===== src/rtl/emon_pkg.sv =====
package emon_pkg;
  localparam int NUM_CNT  = 8;
  localparam int CNT_W    = 32;
  localparam int EVT_W    = 8;
  localparam int NUM_EVT  = 1 << EVT_W;
  localparam int ADDR_W   = 5;
  localparam int DATA_W   = 32;
  localparam int CTRL_ADR = 0;
  localparam int SEL_BASE = 8;
  localparam int CNT_BASE = 16;
  localparam int RUN_BIT  = 0;
  localparam int IE_LSB   = 8;
  localparam int OVF_LSB  = 16;
endpackage


===== src/rtl/emon_counter.sv =====
module emon_counter #(
  parameter int CNT_W   = 32,
  parameter int EVT_W   = 8,
  parameter int NUM_EVT = 1 << EVT_W
) (
  input  logic               clk_i,
  input  logic               rst_ni,
  input  logic               run_i,
  input  logic               sel_we_i,
  input  logic               cnt_we_i,
  input  logic [CNT_W-1:0]   wdata_i,
  input  logic [NUM_EVT-1:0] evt_i,
  output logic [EVT_W-1:0]   sel_o,
  output logic [CNT_W-1:0]   cnt_o,
  output logic               ovf_o
);
  logic [EVT_W-1:0] sel_q;
  logic [CNT_W-1:0] cnt_q;
  logic             hit;

  assign hit   = run_i && (sel_q != '0) && evt_i[sel_q];
  // software write suppresses the increment and its wrap
  assign ovf_o = hit && !cnt_we_i && (&cnt_q);

  always_ff @(posedge clk_i or negedge rst_ni) begin
    if (!rst_ni) begin
      sel_q <= '0;
      cnt_q <= '0;
    end else begin
      if (sel_we_i) sel_q <= wdata_i[EVT_W-1:0];
      if (cnt_we_i)  cnt_q <= wdata_i;
      else if (hit)  cnt_q <= cnt_q + 1'b1;
    end
  end

  assign sel_o = sel_q;
  assign cnt_o = cnt_q;

  // without a write the counter holds or steps by one
  a_r4_step: assert property (@(posedge clk_i) disable iff (!rst_ni)
    !cnt_we_i |=> (cnt_q == $past(cnt_q)) || (cnt_q == $past(cnt_q) + 1'b1));

  a_r2_code_zero: assert property (@(posedge clk_i) disable iff (!rst_ni)
    (sel_q == '0 && !cnt_we_i) |=> $stable(cnt_q));

  a_r3_halt: assert property (@(posedge clk_i) disable iff (!rst_ni)
    (!run_i && !cnt_we_i) |=> $stable(cnt_q));

  a_r6_wrap: assert property (@(posedge clk_i) disable iff (!rst_ni)
    ovf_o |=> (cnt_q == '0));

  a_r10_write_wins: assert property (@(posedge clk_i) disable iff (!rst_ni)
    cnt_we_i |=> (cnt_q == $past(wdata_i)));
endmodule


===== src/rtl/emon_ctrl.sv =====
module emon_ctrl #(
  parameter int NUM_CNT = 8,
  parameter int DATA_W  = 32,
  parameter int RUN_BIT = 0,
  parameter int IE_LSB  = 8,
  parameter int OVF_LSB = 16
) (
  input  logic               clk_i,
  input  logic               rst_ni,
  input  logic               we_i,
  input  logic [DATA_W-1:0]  wdata_i,
  input  logic [NUM_CNT-1:0] ovf_set_i,
  output logic               run_o,
  output logic [DATA_W-1:0]  ctrl_o,
  output logic [NUM_CNT-1:0] irq_o
);
  logic               run_q;
  logic [NUM_CNT-1:0] ie_q;
  logic [NUM_CNT-1:0] flag_q;
  logic [NUM_CNT-1:0] clr;
  logic               unused_wdata;

  assign unused_wdata = ^wdata_i;
  assign clr = we_i ? wdata_i[OVF_LSB +: NUM_CNT] : '0;

  always_ff @(posedge clk_i or negedge rst_ni) begin
    if (!rst_ni) begin
      run_q  <= 1'b0;
      ie_q   <= '0;
      flag_q <= '0;
    end else begin
      if (we_i) begin
        run_q <= wdata_i[RUN_BIT];
        ie_q  <= wdata_i[IE_LSB +: NUM_CNT];
      end
      // set beats clear
      flag_q <= (flag_q & ~clr) | ovf_set_i;
    end
  end

  always_comb begin
    ctrl_o                       = '0;
    ctrl_o[RUN_BIT]              = run_q;
    ctrl_o[IE_LSB  +: NUM_CNT]   = ie_q;
    ctrl_o[OVF_LSB +: NUM_CNT]   = flag_q;
  end

  assign run_o = run_q;
  assign irq_o = flag_q & ie_q;


  a_r6_flag_set: assert property (@(posedge clk_i) disable iff (!rst_ni)
    (ovf_set_i != '0) |=> ((flag_q & $past(ovf_set_i)) == $past(ovf_set_i)));
  // a flag only drops on a control write
  a_r8_clear_by_write: assert property (@(posedge clk_i) disable iff (!rst_ni)
    ((~flag_q & $past(flag_q)) != '0) |-> $past(we_i));

  a_r7_irq_needs_flag: assert property (@(posedge clk_i) disable iff (!rst_ni)
    ((irq_o & ~flag_q) == '0));
endmodule


===== src/rtl/emon_unit.sv =====
module emon_unit #(
  parameter int NUM_CNT = emon_pkg::NUM_CNT,
  parameter int CNT_W   = emon_pkg::CNT_W,
  parameter int EVT_W   = emon_pkg::EVT_W,
  parameter int ADDR_W  = emon_pkg::ADDR_W,
  parameter int DATA_W  = emon_pkg::DATA_W
) (
  input  logic                    clk_i,
  input  logic                    rst_ni,
  input  logic                    we_i,
  input  logic [ADDR_W-1:0]       addr_i,
  input  logic [DATA_W-1:0]       wdata_i,
  output logic [DATA_W-1:0]       rdata_o,
  input  logic [(1<<EVT_W)-1:0]   evt_i,
  output logic [NUM_CNT-1:0]      irq_o
);
  import emon_pkg::*;
  localparam int NEVT = 1 << EVT_W;

  logic [EVT_W-1:0]   sel_w [NUM_CNT];
  logic [CNT_W-1:0]   cnt_w [NUM_CNT];
  logic [NUM_CNT-1:0] ovf_w;
  logic [DATA_W-1:0]  ctrl_w;
  logic               run_w;
  logic               ctrl_we;

  assign ctrl_we = we_i && (addr_i == ADDR_W'(CTRL_ADR));

  emon_ctrl #(
    .NUM_CNT(NUM_CNT), .DATA_W(DATA_W),
    .RUN_BIT(RUN_BIT), .IE_LSB(IE_LSB), .OVF_LSB(OVF_LSB)
  ) u_ctrl (
    .clk_i     (clk_i),
    .rst_ni    (rst_ni),
    .we_i      (ctrl_we),
    .wdata_i   (wdata_i),
    .ovf_set_i (ovf_w),
    .run_o     (run_w),
    .ctrl_o    (ctrl_w),
    .irq_o     (irq_o)
  );

  for (genvar i = 0; i < NUM_CNT; i++) begin : g_cnt
    logic sel_we, cnt_we;
    assign sel_we = we_i && (addr_i == ADDR_W'(SEL_BASE + i));
    assign cnt_we = we_i && (addr_i == ADDR_W'(CNT_BASE + i));

    emon_counter #(.CNT_W(CNT_W), .EVT_W(EVT_W), .NUM_EVT(NEVT)) u_cnt (
      .clk_i    (clk_i),
      .rst_ni   (rst_ni),
      .run_i    (run_w),
      .sel_we_i (sel_we),
      .cnt_we_i (cnt_we),
      .wdata_i  (wdata_i[CNT_W-1:0]),
      .evt_i    (evt_i),
      .sel_o    (sel_w[i]),
      .cnt_o    (cnt_w[i]),
      .ovf_o    (ovf_w[i])
    );
  end

  always_comb begin
    rdata_o = '0;
    if (addr_i == ADDR_W'(CTRL_ADR)) rdata_o = ctrl_w;
    for (int i = 0; i < NUM_CNT; i++) begin
      if (addr_i == ADDR_W'(SEL_BASE + i)) rdata_o = DATA_W'(sel_w[i]);
      if (addr_i == ADDR_W'(CNT_BASE + i)) rdata_o = DATA_W'(cnt_w[i]);
    end
  end

  // interrupt lines follow flag and enable
  a_r7_irq_map: assert property (@(posedge clk_i) disable iff (!rst_ni)
    irq_o == (ctrl_w[OVF_LSB +: NUM_CNT] & ctrl_w[IE_LSB +: NUM_CNT]));
endmodule


===== config.mk =====
export PLATFORM = sky130hd
export DESIGN_NAME = emon_unit
export DESIGN_NICKNAME = d
export VERILOG_FILES = /design/src/rtl/emon_pkg.sv /design/src/rtl/emon_counter.sv /design/src/rtl/emon_ctrl.sv /design/src/rtl/emon_unit.sv
export SDC_FILE = /design/constraint.sdc
export NUM_CORES = 2
export LEC_CHECK = 0
export BUFFER_PORTS_ARGS = -buffer_cell sky130_fd_sc_hd__buf_2
export CAP_MARGIN = 10
export CORE_MARGIN = 2
export CORE_UTILIZATION = 55
export DETAILED_ROUTE_END_ITERATION = 6
export PLACE_DENSITY = 0.75
export SYNTH_ARGS = -nofsm -noshare
export SYNTH_HDL_FRONTEND = slang
export SYNTH_SLANG_ARGS = --single-unit

===== constraint.sdc =====
create_clock -name clk_i -period 7.1 [get_ports clk_i]
set_clock_uncertainty 0.2 [all_clocks]
set_input_delay 0.355 -clock clk_i [delete_from_list [all_inputs] [get_ports clk_i]]
set_output_delay 0.355 -clock clk_i [all_outputs]
set_load 0.01 [all_outputs]

==> flow_summary_export.csv <==
group,metric,value,unit
routing,via_per_inst,7.991,
placed_design,hpwl,118400,um
status,violations,"DRC",
die,die_x,266.0,um
run,max-cap-violations,0,
clocking,path_clk_slew,60,ps
sta,finalCritPeriodShare,80.92,%
yosys,async_flop_share,100.0,%
routing,drt-pass1-iter-count,7,
power_and_ir_drop,p_int,5.933,mW
clocking,cts_resized,0,
die,die_area,70730,sq um
global_route,track_usage,47.20,%
yosys,ys_warn_count,0,
power_and_ir_drop,p_seq_share,32.9,%
yosys,yosysSeqAreaShare,22.34,%
cells_and_area,area_growth,8.222,%
global_route,overflow,0,
cells_and_area,fillers,5835,
cells_and_area,drive_gt1_share,28.95,%
power_and_ir_drop,ir_drop,161.8,uV
cells_and_area,multiInputGateArea,27310,sq um
sta,hold_viol_final,0,
power_and_ir_drop,pwr-share-clk,18.3,%
routing,drt_iter0_drc,6501,
yosys,synth_top_area_share,28.17,%
sta,tightest_slew,1433,ps
worst_setup_path,cp.arrival,5920,ps
routing,wire_per_inst,35.12,um
yosys,synth_seq_cells,337,
global_route,grt_pass1_wl,245800,um
yosys,syn-cell-area,37740,sq um
cells_and_area,final_common_cell,"mux4_2",
power_and_ir_drop,p_sw_share,45.74,%
yosys,synth_nets,4071,
sta,drv_slew,0,
die,start_util,55.32,%
clocking,cts_buffer_depth,3,
worst_setup_path,path_class,"reg2reg",
sta,rsz0062_at_grt,"false",
yosys,avgSynthCellArea,10.02,sq um
power_and_ir_drop,combPwrFrac,48.8,%
sta,fin_tns_setup,0,ps
power_and_ir_drop,pwr_density_cell,267.7,nW/um^2
global_route,grt_pass1_vias,35970,
global_route,grt_max_degree,116,
routing,ant_nets,0,
routing,postRouteWirelength,168600,um
clocking,cts_root_buf,"clkbuf_16",
worst_setup_path,r2r-end,"g_cnt[3].u_cnt.cnt_o[11]",
worst_setup_path,reg2reg_depth,10,
clocking,cts_tree,"yes",
clocking,htreeDepth,2,
yosys,synthTopCellsByArea,"mux4_2 (28%), dfrtp_1 (22%), mux2i_1 (4.6%)",
cells_and_area,layout_common_cells,"mux4_2 (472), nand2_1 (446), buf_2 (334)",
yosys,ys.flop_type,"dfrtp_1",
die,die_h,266.0,um
yosys,synth-edff-count,0,
yosys,synth_top_area_cell,"mux4_2",
cells_and_area,final_core_util,59.87,%
die,rows,96,
cells_and_area,seqCellArea,8476,sq um
die,io_pins,336,
status,status,"complete, but fails checks",
sta,setup_viol,0,
worst_setup_path,worstPathMaxFanout,30,
placed_design,io_buffers,335,
worst_setup_path,reg2reg_from,"g_cnt[3].u_cnt.sel_o[3]",
hold_path,hp-class,"in2reg",
power_and_ir_drop,p_switching,5.002,mW
worst_setup_path,crit_required,7280,ps
clocking,cts_made_buffers,37,
worst_setup_path,start_kind,"flip-flop",
global_route,antenna_found_initial,20,
worst_setup_path,crit_end,"g_cnt[3].u_cnt.cnt_o[11]",
yosys,ys_types,87,
sta,finalCriticalPeriod,5745,ps
yosys,netlist_instances,3767,
sta,fmax,0.1741,GHz
clocking,cts.sinks,337,
worst_setup_path,rrSetupSlack,1350,ps
sta,relSlewSlack,3.241,%
worst_setup_path,timing.critical_path.from,"g_cnt[3].u_cnt.sel_o[3]",
clocking,clock_latency,560,ps
power_and_ir_drop,leakage,14.54,nW
routing,via_count,38360,
placed_design,gp_congestion,1.162,
cells_and_area,nets,4179,
worst_setup_path,end_kind,"flip-flop",
die,fp.coreArea,68230,sq um
routing,drcViolationCount,7,
## Yosys cell counts, drive strengths merged, types with 63 or more instances
library cell	instances
a21oi	85
o21ai	219
nor2	179
dfrtp	337
a22oi	98
mux2i	173
nand3	171
mux2	130
mux4	481
clkbuf	204
buf	156
nor4	63
nand2	446
nor3	78
xnor2	147
## area by class of cell
class / instances / area share, %
antenna: 15 / 0.09190
inverter: 56 / 0.5146
multi-input combinational: 3014 / 66.86
timing repair buffer: 429 / 6.084
clock inverter: 14 / 0.3799
sequential: 337 / 20.75
clock buffer: 53 / 2.616
tap: 882 / 2.702
## what timing repair did
action / CTS / global route
hold buffers: 17 / 0
setup buffers: 0 / 0
endpoints found under the hold margin: 140 / 0
## power by group through the flow
| stage | clock [mW] | combinational, mW | sequential [mW] |
|---|---|---|---|
| final | 2.00 | 5.33 | 3.60 |
| after global routing | 2.09 | 5.48 | 3.64 |
| after CTS | 2.01 | 5.02 | 3.53 |
| after detailed placement | 0 | 5.00 | 3.56 |
| after global placement | 0 | 4.91 | 3.53 |
| after floorplan | 0 | 3.88 | 2.81 |
## metrics by stage
step | instances | power, mW | hold slack, ps | setup WS, ps | cell area [sq um]
4_1_cts | 4784 | 10.56 | 2.848 | 1872 | 40800
6_report | 4800 | 10.93 | 19.18 | 1355 | 40840
3_3_place_gp | 4700 | 8.448 | 291.8 | 2098 | 39410
2_1_floorplan | 3767 | 6.691 | -140.6 | 3667 | 37740
3_5_place_dp | 4700 | 8.553 | 301.0 | 1885 | 39410
5_1_grt | 4788 | 11.20 | 2.918 | 1415 | 40810
## worst min path at each step
stage | start | cells past startpoint | slack, ps | to
final | wdata_i[16] | 3 | 20 | g_cnt[3].u_cnt.cnt_o[16]
after global placement | u_ctrl.flag_q[5] | 2 | 290 | u_ctrl.flag_q[5]
after floorplan | rst_ni | 0 | -140 | g_cnt[0].u_cnt.cnt_o[0]
after global routing | wdata_i[15] | 3 | 3 | u_ctrl.ie_q[7]
after detailed placement | rst_ni | 1 | 300 | g_cnt[6].u_cnt.cnt_o[26]
after CTS | wdata_i[12] | 3 | 3 | u_ctrl.ie_q[4]
## logic make-up after synthesis
family | after synthesis | share of synthesized area (%)
muxes | 784 | 37.26
adders and majority gates | 8 | 0.2652
AOI/OAI and AO/OA | 759 | 13.74
DFF | 337 | 22.34
xor gates and xnor gates | 182 | 4.224
and+or+nand+nor | 1281 | 16.76
buffers and inverters | 416 | 5.410
## metal layers
layer  GRT usage [%]  part of all wire, %  wire length (um)
met5          0.5544                0.078               132
met4           39.01                   11             18700
met3           17.52                   15             25690
met2           68.40                   42             70510
met1           55.95                   32             53560
## state kept, by name, indices dropped and copies added (netlist names)
signal and count:
u_ctrl.ie_q 8, g_cnt.u_cnt.cnt_o 256, u_ctrl.run_o 1, g_cnt.u_cnt.sel_o 64, u_ctrl.flag_q 8
## critical path, cell delays in order (launching register included)
cell and delay (ps):
dfrtp_1 1070, nand3b_1 720, o22ai_1 140, a211oi_1 990, a221oi_1 180, or4_1 840, a2111oi_4 520, buf_4 420
or4b_1 210, xor2_1 170, a21oi_1 80
No activity file was read; power rests on OpenSTA's default activity.
